## src/rtl/apx_pkg.sv

```systemverilog
package apx_pkg;
  localparam int PAGE_SHIFT = 12;
  localparam int WIN_SHIFT  = 25;
  localparam int PHYS_W     = 40;

  typedef enum logic [1:0] {
    SEL_CTRL  = 2'd0,
    SEL_BASE  = 2'd1,
    SEL_TBASE = 2'd2,
    SEL_FLUSH = 2'd3
  } cfgSel_e;

  typedef struct packed {
    logic accept;    // request taken this cycle
    logic flushClr;  // clear the cache line named by flushIdx
  } ctlStrobe_t;
endpackage

```

## src/rtl/apx_ctrl.sv

```systemverilog
module apx_ctrl
  import apx_pkg::*;
#(
  parameter int CACHE_LINES = 4,
  localparam int CL_W = $clog2(CACHE_LINES)
) (
  input  logic             clk,
  input  logic             rstN,
  input  logic             cfgWe,
  input  logic [1:0]       cfgSel,
  input  logic [31:0]      cfgWdata,
  output logic [31:0]      cfgRdata,
  input  logic             reqValid,
  output logic             reqReady,
  output ctlStrobe_t       strobe,
  output logic [CL_W-1:0]  flushIdx,
  output logic             flushBusy,
  output logic             xlateEn,
  output logic [2:0]       sizeOrder,
  output logic [14:0]      baseField
);
  localparam logic [CL_W-1:0] LAST_LINE = CL_W'(CACHE_LINES - 1);

  logic [3:0]  ctrlReg;
  logic [14:0] baseReg;
  logic [27:0] tbaseReg;
  logic [CL_W-1:0] flushCnt;

  always_ff @(posedge clk) begin
    if (!rstN) begin
      ctrlReg   <= '0;
      baseReg   <= '0;
      tbaseReg  <= '0;
      flushBusy <= 1'b0;
      flushCnt  <= '0;
    end else begin
      if (cfgWe) begin
        unique case (cfgSel_e'(cfgSel))
          SEL_CTRL:  ctrlReg  <= cfgWdata[3:0];
          SEL_BASE:  baseReg  <= cfgWdata[14:0];
          SEL_TBASE: tbaseReg <= cfgWdata[31:4];
          SEL_FLUSH: if (cfgWdata[0] && !flushBusy) begin
            flushBusy <= 1'b1;
            flushCnt  <= '0;
          end
          default: ;
        endcase
      end
      if (flushBusy) begin
        flushCnt <= flushCnt + 1'b1;
        if (flushCnt == LAST_LINE) flushBusy <= 1'b0;
      end
    end
  end

  always_comb begin
    unique case (cfgSel_e'(cfgSel))
      SEL_CTRL:  cfgRdata = {28'd0, ctrlReg};
      SEL_BASE:  cfgRdata = {17'd0, baseReg};
      SEL_TBASE: cfgRdata = {tbaseReg, 4'd0};
      SEL_FLUSH: cfgRdata = {31'd0, flushBusy};
      default:   cfgRdata = '0;
    endcase
  end

  assign reqReady        = !flushBusy;
  assign strobe.accept   = reqValid && !flushBusy;
  assign strobe.flushClr = flushBusy;
  assign flushIdx        = flushCnt;
  assign xlateEn         = ctrlReg[0];
  assign sizeOrder       = ctrlReg[3:1];
  assign baseField       = baseReg;
endmodule

```

## src/rtl/apx_datapath.sv

```systemverilog
module apx_datapath
  import apx_pkg::*;
#(
  parameter int TABLE_DEPTH = 64,
  parameter int CACHE_LINES = 4,
  localparam int TI_W = $clog2(TABLE_DEPTH),
  localparam int CL_W = $clog2(CACHE_LINES)
) (
  input  logic              clk,
  input  logic              rstN,
  input  ctlStrobe_t        strobe,
  input  logic [CL_W-1:0]   flushIdx,
  input  logic              xlateEn,
  input  logic [2:0]        sizeOrder,
  input  logic [14:0]       baseField,
  input  logic [31:0]       reqAddr,
  input  logic              tblWe,
  input  logic [TI_W-1:0]   tblIdx,
  input  logic [31:0]       tblData,
  output logic              respValid,
  output logic [PHYS_W-1:0] respAddr,
  output logic              respFault
);
  localparam logic [19:0] DEPTH_L   = 20'(TABLE_DEPTH);
  localparam logic [40:0] MIN_SPAN  = 41'(1) << WIN_SHIFT;
  localparam logic [40:0] END_LIMIT = 41'h0_FFFF_FFFF;

  logic [31:0] pageTbl [TABLE_DEPTH];
  logic        lineValid [CACHE_LINES];
  logic [19:0] lineTag   [CACHE_LINES];
  logic [31:0] lineData  [CACHE_LINES];

  // window decode
  logic [40:0] winStart, winSpan, winEnd, addrWide;
  logic        winPresent, inWin;
  logic [31:0] winOffs;
  logic [19:0] pageIdx;
  logic [CL_W-1:0] lineSel;
  logic        inTable, lineHit;
  logic [31:0] entry;

  always_comb begin
    winStart   = {1'b0, baseField, 25'd0};
    winSpan    = MIN_SPAN << sizeOrder;
    winEnd     = winStart + winSpan;
    winPresent = (baseField != '0) && (winEnd < END_LIMIT);
    addrWide   = {9'd0, reqAddr};
    inWin      = xlateEn && winPresent && (addrWide >= winStart) && (addrWide < winEnd);
    winOffs    = reqAddr - winStart[31:0];
    pageIdx    = winOffs[31:PAGE_SHIFT];
    lineSel    = pageIdx[CL_W-1:0];
    inTable    = pageIdx < DEPTH_L;
    lineHit    = lineValid[lineSel] && (lineTag[lineSel] == pageIdx);
    entry      = lineHit ? lineData[lineSel] : pageTbl[pageIdx[TI_W-1:0]];
  end

  // page table storage
  always_ff @(posedge clk) begin
    if (!rstN) begin
      for (int i = 0; i < TABLE_DEPTH; i++) pageTbl[i] <= '0;
    end else if (tblWe) begin
      pageTbl[tblIdx] <= tblData;
    end
  end

  // entry cache, one generate slice per line
  for (genvar g = 0; g < CACHE_LINES; g++) begin : gLine
    logic fillHere;
    assign fillHere = strobe.accept && inWin && inTable && !lineHit &&
                      (lineSel == CL_W'(g));
    always_ff @(posedge clk) begin
      if (!rstN) begin
        lineValid[g] <= 1'b0;
        lineTag[g]   <= '0;
        lineData[g]  <= '0;
      end else if (strobe.flushClr && flushIdx == CL_W'(g)) begin
        lineValid[g] <= 1'b0;
      end else if (fillHere) begin
        lineValid[g] <= 1'b1;
        lineTag[g]   <= pageIdx;
        lineData[g]  <= entry;
      end
    end
  end

  // response register
  always_ff @(posedge clk) begin
    if (!rstN) begin
      respValid <= 1'b0;
      respAddr  <= '0;
      respFault <= 1'b0;
    end else begin
      respValid <= strobe.accept;
      if (strobe.accept) begin
        if (!inWin) begin
          respAddr  <= {8'd0, reqAddr};
          respFault <= 1'b0;
        end else if (!inTable || !entry[0]) begin
          respAddr  <= '0;
          respFault <= 1'b1;
        end else begin
          respAddr  <= {entry[11:4], entry[31:12], reqAddr[11:0]};
          respFault <= 1'b0;
        end
      end
    end
  end
endmodule

```

## src/rtl/aperture_xlate.sv

```systemverilog
module aperture_xlate
  import apx_pkg::*;
#(
  parameter int TABLE_DEPTH = 64,
  parameter int CACHE_LINES = 4,
  localparam int TI_W = $clog2(TABLE_DEPTH),
  localparam int CL_W = $clog2(CACHE_LINES)
) (
  input  logic              clk,
  input  logic              rstN,
  input  logic              cfgWe,
  input  logic [1:0]        cfgSel,
  input  logic [31:0]       cfgWdata,
  output logic [31:0]       cfgRdata,
  input  logic              tblWe,
  input  logic [TI_W-1:0]   tblIdx,
  input  logic [31:0]       tblData,
  input  logic              reqValid,
  input  logic [31:0]       reqAddr,
  output logic              reqReady,
  output logic              respValid,
  output logic [PHYS_W-1:0] respAddr,
  output logic              respFault
);
  ctlStrobe_t      strobe;
  logic [CL_W-1:0] flushIdx;
  logic            flushBusy, xlateEn;
  logic [2:0]      sizeOrder;
  logic [14:0]     baseField;

  apx_ctrl #(.CACHE_LINES(CACHE_LINES)) uCtrl (
    .clk(clk), .rstN(rstN), .cfgWe(cfgWe), .cfgSel(cfgSel),
    .cfgWdata(cfgWdata), .cfgRdata(cfgRdata), .reqValid(reqValid),
    .reqReady(reqReady), .strobe(strobe), .flushIdx(flushIdx),
    .flushBusy(flushBusy), .xlateEn(xlateEn), .sizeOrder(sizeOrder),
    .baseField(baseField)
  );

  apx_datapath #(.TABLE_DEPTH(TABLE_DEPTH), .CACHE_LINES(CACHE_LINES)) uDp (
    .clk(clk), .rstN(rstN), .strobe(strobe), .flushIdx(flushIdx),
    .xlateEn(xlateEn), .sizeOrder(sizeOrder), .baseField(baseField),
    .reqAddr(reqAddr), .tblWe(tblWe), .tblIdx(tblIdx), .tblData(tblData),
    .respValid(respValid), .respAddr(respAddr), .respFault(respFault)
  );
endmodule

```

## config.mk

```make
export PLATFORM = sky130hd
export DESIGN_NAME = aperture_xlate
export DESIGN_NICKNAME = d
export VERILOG_FILES = /design/src/rtl/apx_pkg.sv /design/src/rtl/apx_ctrl.sv /design/src/rtl/apx_datapath.sv /design/src/rtl/aperture_xlate.sv
export SDC_FILE = /design/constraint.sdc
export NUM_CORES = 2
export LEC_CHECK = 0
export ABC_AREA = 1
export BUFFER_PORTS_ARGS = -buffer_cell sky130_fd_sc_hd__buf_4
export CAP_MARGIN = 20
export CORE_ASPECT_RATIO = 2
export CORE_MARGIN = 2
export CORE_UTILIZATION = 25
export CTS_CLUSTER_SIZE = 10
export DETAILED_ROUTE_END_ITERATION = 8
export PLACE_DENSITY = 0.36
export SLEW_MARGIN = 10
export SYNTH_ARGS = -nofsm -noshare
export SYNTH_HDL_FRONTEND = slang
export SYNTH_SLANG_ARGS = --single-unit
export TNS_END_PERCENT = 100
```

## constraint.sdc

```tcl
create_clock -name clk -period 5.72 [get_ports clk]
set_input_delay 0.572 -clock clk [delete_from_list [all_inputs] [get_ports clk]]
set_output_delay 0.572 -clock clk [all_outputs]
set_load 0.02 [all_outputs]
```

---- Word level (Yosys, flattened, before mapping) ----
Memories as Yosys holds them, arrays and structs flattened.
Index checks and enable logic that the tools add are counted.
storage, ports and cells
  memories ................................ 4
  input port bits ......................... 109
  logic and storage cells ................. 147
  register bits ........................... 92
  bits in writable memories ............... 2,260
memories
  memory         depth  width  rd ports  clocked after memory_dff  wr ports  RTL line            text
  uDp.pageTbl    64     32     1         0                         64        apx_datapath.sv:28  logic [31:0] pageTbl [TABLE_DEPTH];
  uDp.lineData   4      32     1         0                         4         apx_datapath.sv:31  logic [31:0] lineData [CACHE_LINES];
  uDp.lineTag    4      20     1         0                         4         apx_datapath.sv:30  logic [19:0] lineTag [CACHE_LINES];
  uDp.lineValid  4      1      1         0                         4         apx_datapath.sv:29  logic lineValid [CACHE_LINES];
operators by class
  bitwise logic cells ..................... 16
  multiplexer cells ....................... 66
  equality and inequality tests ........... 10
  shift operators ......................... 1
  reductions and logical operators ........ 35
  add/sub/neg operators ................... 3
  magnitude comparators ................... 4
operator list
  kind                                                                            count
  32-bit 2-to-1 mux                                                               6
  32-bit one-hot mux with 4 select lines                                          1
  20-bit 2-to-1 mux                                                               4
  40-bit 2-to-1 mux                                                               2
  1-bit 2-to-1 mux                                                                48
  40-bit by 41-bit adder with 41-bit output                                       1
  32-bit by 41-bit less-than comparator with 1-bit output                         1
  41-bit by 32-bit less-than comparator with 1-bit output, second input constant  1
  26-bit by 3-bit left shift with 41-bit output, first input constant             1
  32-bit by 40-bit >= comparator with 1-bit output                                1
  32-bit OR reduction                                                             1
  32-bit subtractor                                                               1
  20-bit == test                                                                  1
  20-bit by 7-bit less-than comparator with 1-bit output, second input constant   1
  1-bit logical AND                                                               18
  1-bit bitwise OR                                                                16
  15-bit nonzero test                                                             1
  2-bit == test, second input constant                                            6
  2-bit 2-to-1 mux                                                                4
  2-bit by 1-bit == test with 1-bit output, second input constant                 3
  2-bit logical NOT                                                               3
  6-bit 2-to-1 mux                                                                1
  2-bit AND reduction                                                             3
  2-bit nonzero test                                                              3
  4 further kinds                                                                 7

---- Logic depth before layout (Yosys ltp) ----
  word-level depth ........................ 16
  mapped depth ............................ 22

---- By module ----
From an unflattened synthesis, not the netlist that was laid out.
second synthesis, totals
  cell total of the unflattened synthesis .. 8,910
  area, all modules ....................... 94,319.2 µm²
by module, submodules not included
  module        instances  area an instance (µm²)  cells an instance
  apx_datapath  1          92,199.7                8,620
  apx_ctrl      1          2,119.5                 290

---- Worst setup path after synthesis ----
OpenSTA, ideal clock, no wires.
  path kind ............................... reg2reg
  start point ............................. register uCtrl.ctrlReg[3]
  end point ............................... memory uDp.lineData[3][0] (enable)
  setup slack ............................. 1.337 ns
  path buffers ............................ 0
  cell stages (with the launch flop) ...... 19
  data required time ...................... 5.312 ns
  arrival ................................. 3.975 ns
  cells stage by stage .................... dfxtp_1 nor3_1 ha_1 fa_1 a21oi_1 o21ai_2 nand2_1 a31oi_1 xor2_1 ha_1 nor4_1 nand3_1 nor2_1 nand4_2 nor2_4 nand2_1 nor3_4 nand2_1 nand2_1
RTL lines
  element                 RTL line            text
  from (decl)             apx_ctrl.sv:24      logic [3:0] ctrlReg;
  from (signal assigned)  apx_ctrl.sv:39      SEL_CTRL: ctrlReg <= cfgWdata[3:0];
  to (decl)               apx_datapath.sv:31

==> results.txt <==
- The flow ran to the end, and the final reports show no timing, DRC or antenna violations.
- Global routing finished with a remaining overflow of 0.
- Slew Limit Fails: 0
- Mean routed wirelength per cell: ~28 um
- After the last flow step, the layout net total stands at between 9000 and 10000.
* Capture instance of the worst register-to-register path: uDp.lineData[2][19]$_SDFFCE_PN0P_
* DP HPWL: 253000 um
- Ranked by total cell area, the synthesized netlist is headed by edfxtp_1 66%, nor2_1 8.9%, nand2_1 7.1%.
* Initial antenna violation count: 18
- Max-cap violations: 0
* Synthesized netlist cell count: 8928
- Excluding fillers, the count of instances in the completed layout stands at between 10000 and 15000.
* Worst Hold Path Cells: 5
- TritonCTS built the clock tree.
- The die is between 800 and 900 um tall.
* Worst hold path class: in -> reg
* Part of the power in registers: slightly above 50%
- Setup TNS Final: 0 ns
- Most frequent cells after synthesis: 2211 x nor2_1, 2055 x edfxtp_1, 1778 x nand2_1, 509 x nand3_1, 506 x clkbuf_1
* Warnings from Yosys: 0
- Averaged over all synthesized cells, the footprint is roughly 10 um2.
* Number of DRC markers in iteration 0: 4916
* Maximum operating frequency: around 220 MHz
* Via count: between 60000 and 70000
* Endpoints failing setup: 0
- First-pass GRT wire length: 555000 um
- Final weighted congestion in routability-driven placement: just under 0.9
- The count of nets left with antenna violations once routing finished came out at 0.
- In the synthesized netlist the dominant register cell turns out to be edfxtp_1.
* Combinational share of power: a little under a tenth
- The total area inside the core boundary comes to roughly 370000 um2.
- Maximum VDD drop: ~0.00029 V
* Sink Count: roughly 2100
* Number of failing hold endpoints at the final stage: 0
- RSZ-0062 raised after global routing: false
- In this run the register-to-register setup slack is between 1 and 1.5 ns.
* Buffers from clock root to sink, at most: 4
* Worst clock skew: 0.0509 ns
* Worst hold start: reqAddr[28]
- Number of global-route vias before repair: approximately 70000
- For this design the total switching power over the nets is 0.00920 W.
- Clock tree root buffer cell: clkbuf_16
- Crit path capture type: flop
- In the routed design, unresolved DRC markers number 0.
* Final cycle utilization of the critical path: between 70% and 80%
- Summing the sequential cell areas from Yosys gives between 60% and 70% of the chip area.
- After synthesis, the netlist uses 48 different library cells.
* Initial Utilization: 25.1%
- Compared with the post-synthesis result, the final layout area differs by 15.5%.
- Cell-by-cell listing of the critical path: inv_1 > nor3_1 > fa_1 > a21oi_1 > o21ai_2 > nand2_1 > a31oi_1 > xor2_1 > ha_1 > nor4_1 > nand3_1 > nor2_1 > nand4_2 > nor2_4 > nand2_1 > nor3_4 > nand3_4 > nor2_1
* Leakage: ~40 nW
- Internal power: 0.0262 W
* Total global routing track utilization: around 21%
- Crit path max fanout: 35
* Wirelength, routed: around 400000 um
- Total power divided by cell area: roughly 330 nW/um2
- In this run the number of H-tree levels came out at 4.
* Shortest clock period the worst path allows after layout: ~4.5 ns
- The path with the worst hold slack has its endpoint at uDp.respAddr[28]$_SDFFE_PN0P_.
- STA classifies the critical path startpoint as a flop.
- Number of ports placed on the die boundary: about 180
* Worst R2R Path Depth: 18
- Clock group share of total power: approximately 39%
- Horizontal extent of the die: ~440 um
* Routed vias/inst: 4.85
- Clock latency on the worst-skew pair: between 0.9 and 1 ns
- Num CTS Buffers: 241
* Cell at the slowest stage of the critical path: nand3_4
- Sw frac: between 20% and 30%
- By instance count, the leading cell after synthesis is nor2_1.
- Worst Path Class, Setup: reg -> reg
* Required time at the worst-slack endpoint: approximately 6.5 ns
- Buffers added to address setup during post-CTS repair amount to 0.
- The count of buffers added on input and output ports is 180.
- Before antenna repair, the detailed router went through 6 iterations.
* Full die area: between 300000 and 400000 um2
- Clock Pin Slew Worst Setup and Hold Paths: 0.06 ns
* Number of placement rows: 317
* Data arrival time of the critical path: between 5 and 6 ns
- Most area-hungry cell type in the Yosys netlist: edfxtp_1
- Slew at the pin closest to its max-slew limit: 1.07 ns
- Proportion of synthesized flip-flops having asynchronous set or reset: 0%
- After detailed placement, the design holds a cell count of about 14000.
- In this run, synthesis inferred 2055 flip-flops with an integrated enable.
- Cell family contributing the most delay on the critical path: simple AND/OR/NAND/NOR gates
- Counting flops and latches in the post-synthesis netlist gives about 2100.
- Counting both buffers and inverters, the worst setup path holds a total of 1.
* Launch point of the worst reg-to-reg path: uCtrl.ctrlReg[1]$_SDFFE_PN0P_
- Share of cells above drive strength 1: between 9 and 10%
- Entering global routing, the biggest net connects a little over 100 pins.
- Slowest cell delay on critical path: 0.60 ns
* Worst Hold Slack: 0.0562 ns
* Tightest slew margin relative to the limit: approximately 28%
* Synthesized cell area: 93500 um2
- Area fraction of the dominant cell type after synthesis: ~66%
## worst max-delay path by stage
| stage | depth (start not counted) | startpoint | end |
|---|---|---|---|
| floorplan | 18 | uCtrl.ctrlReg[3]$_SDFFE_PN0P_ | uDp.lineData[3][0]$_SDFFCE_PN0P_ |
| global placement | 16 | reqAddr[13] | uDp.respAddr[11]$_SDFFE_PN0P_ |
| detailed placement | 18 | uCtrl.ctrlReg[1]$_SDFFE_PN0P_ | uDp.lineData[2][12]$_SDFFCE_PN0P_ |
| CTS | 18 | uCtrl.ctrlReg[1]$_SDFFE_PN0P_ | uDp.lineData[2][12]$_SDFFCE_PN0P_ |
| global route | 18 | uCtrl.ctrlReg[1]$_SDFFE_PN0P_ | uDp.lineData[2][20]$_SDFFCE_PN0P_ |
| finish | 18 | uCtrl.ctrlReg[1]$_SDFFE_PN0P_ | uDp.lineData[2][19]$_SDFFCE_PN0P_ |
## routing by layer
layer / up-vias / part of all wire (%) / GRT usage [%]
li1: 30654 / - / -
met5: - / 0.023 / 0
met4: 14 / 6.0 / 11.0
met2: 1917 / 54 / 39.0
met3: 564 / 3.9 / 2.00
met1: 34808 / 36 / 22.3
## stage by stage
stage | worst slack [ns] | area, um2 | util (%) | power (W)
floorplan | 1.34 | 93800 | - | 0.0201
global placement | 1.04 | 101000 | 27.2 | 0.0219
detailed placement | 1.06 | 101000 | 27.2 | 0.0219
CTS | 1.05 | 108000 | 29.0 | 0.0359
global route | 0.713 | 108000 | 29.0 | 0.0365
finish | 1.20 | 108000 | 29.0 | 0.0354
## flip-flops by register name, summed over array words and instances, names as in the netlist
register	flops
uDp.pageTbl	1856
uDp.lineData	116
uDp.lineTag	80
uDp.respAddr	40
uCtrl.tbaseReg	28
uCtrl.baseField	15
uCtrl.ctrlReg	4
uDp.lineValid	4
uCtrl.flushIdx	2
uCtrl.flushBusy	1
uDp.respFault	1
uDp.respValid	1
## power groups by stage
stage / Sequential [W] / Clock, W / Combinational (W)
after floorplan: 0.0185 / 0 / 0.00160
after global placement: 0.0185 / 0 / 0.00337
after detailed placement: 0.0186 / 0 / 0.00337
after CTS: 0.0182 / 0.0142 / 0.00340
after global routing: 0.0183 / 0.0146 / 0.00354
final: 0.0182 / 0.0139 / 0.00332
## cell usage in the layout, fill, tap and decap left out, types with 36 or more instances in the layout
cell type	n
nand4_1	356
nand3_1	509
dlygate4sd3_1	45
dfxtp_1	93
buf_12	54
clkbuf_16	242
clkbuf_1	37
nand2_1	1773
conb_1	60
nor2_1	2208
a22oi_1	321
nor3_1	36
inv_1	228
a21oi_1	220
o211ai_1	43
buf_4	437
edfxtp_1	2055
o21ai_0	104
## final cells by class
| class | instances | area [um2] |
|---|---|---|
| Clock inverter | 4 | 37.5 |
| Multi-Input combinational cell | 5809 | 26100 |
| Antenna cell | 7 | 17.5 |
| Inverter | 272 | 1080 |
| Sequential cell | 2148 | 63600 |
| Tap cell | 4944 | 6190 |
| Timing Repair Buffer | 540 | 4860 |
| Fill cell | 38546 | 264000 |
| Clock buffer | 280 | 6210 |
## worst register-to-register path, stage by stage (launching register included)
cell and delay (ns):
dfxtp_1 0.40, inv_1 0.13, nor3_1 0.39, fa_1 0.31
a21oi_1 0.09, o21ai_2 0.20, nand2_1 0.08, a31oi_1 0.16
xor2_1 0.12, ha_1 0.23, nor4_1 0.19, nand3_1 0.13
nor2_1 0.13, nand4_2 0.25, nor2_4 0.19, nand2_1 0.13
nor3_4 0.29, nand3_4 0.61, nor2_1 0.33
## cell families after synthesis
family,count (synthesis),synth area share (%)
flip-flops,2148,68.0
AND/OR/NAND/NOR,4961,21.9
XOR/XNOR,7,0.0656
other,1,0.00401
buffers and inverters,1030,4.48
adder cells (fa/ha/maj),28,0.391
AO/OA/AOI/OAI,753,5.21
## what timing repair did
| action | in CTS | in global routing |
|---|---|---|
| gates resized for setup | 0 | 0 |
| setup endpoints to repair | 0 | 0 |
| hold endpoints to repair | 60 | 0 |
| hold buffers | 45 | 0 |
No activity file was read; power rests on OpenSTA's default activity.
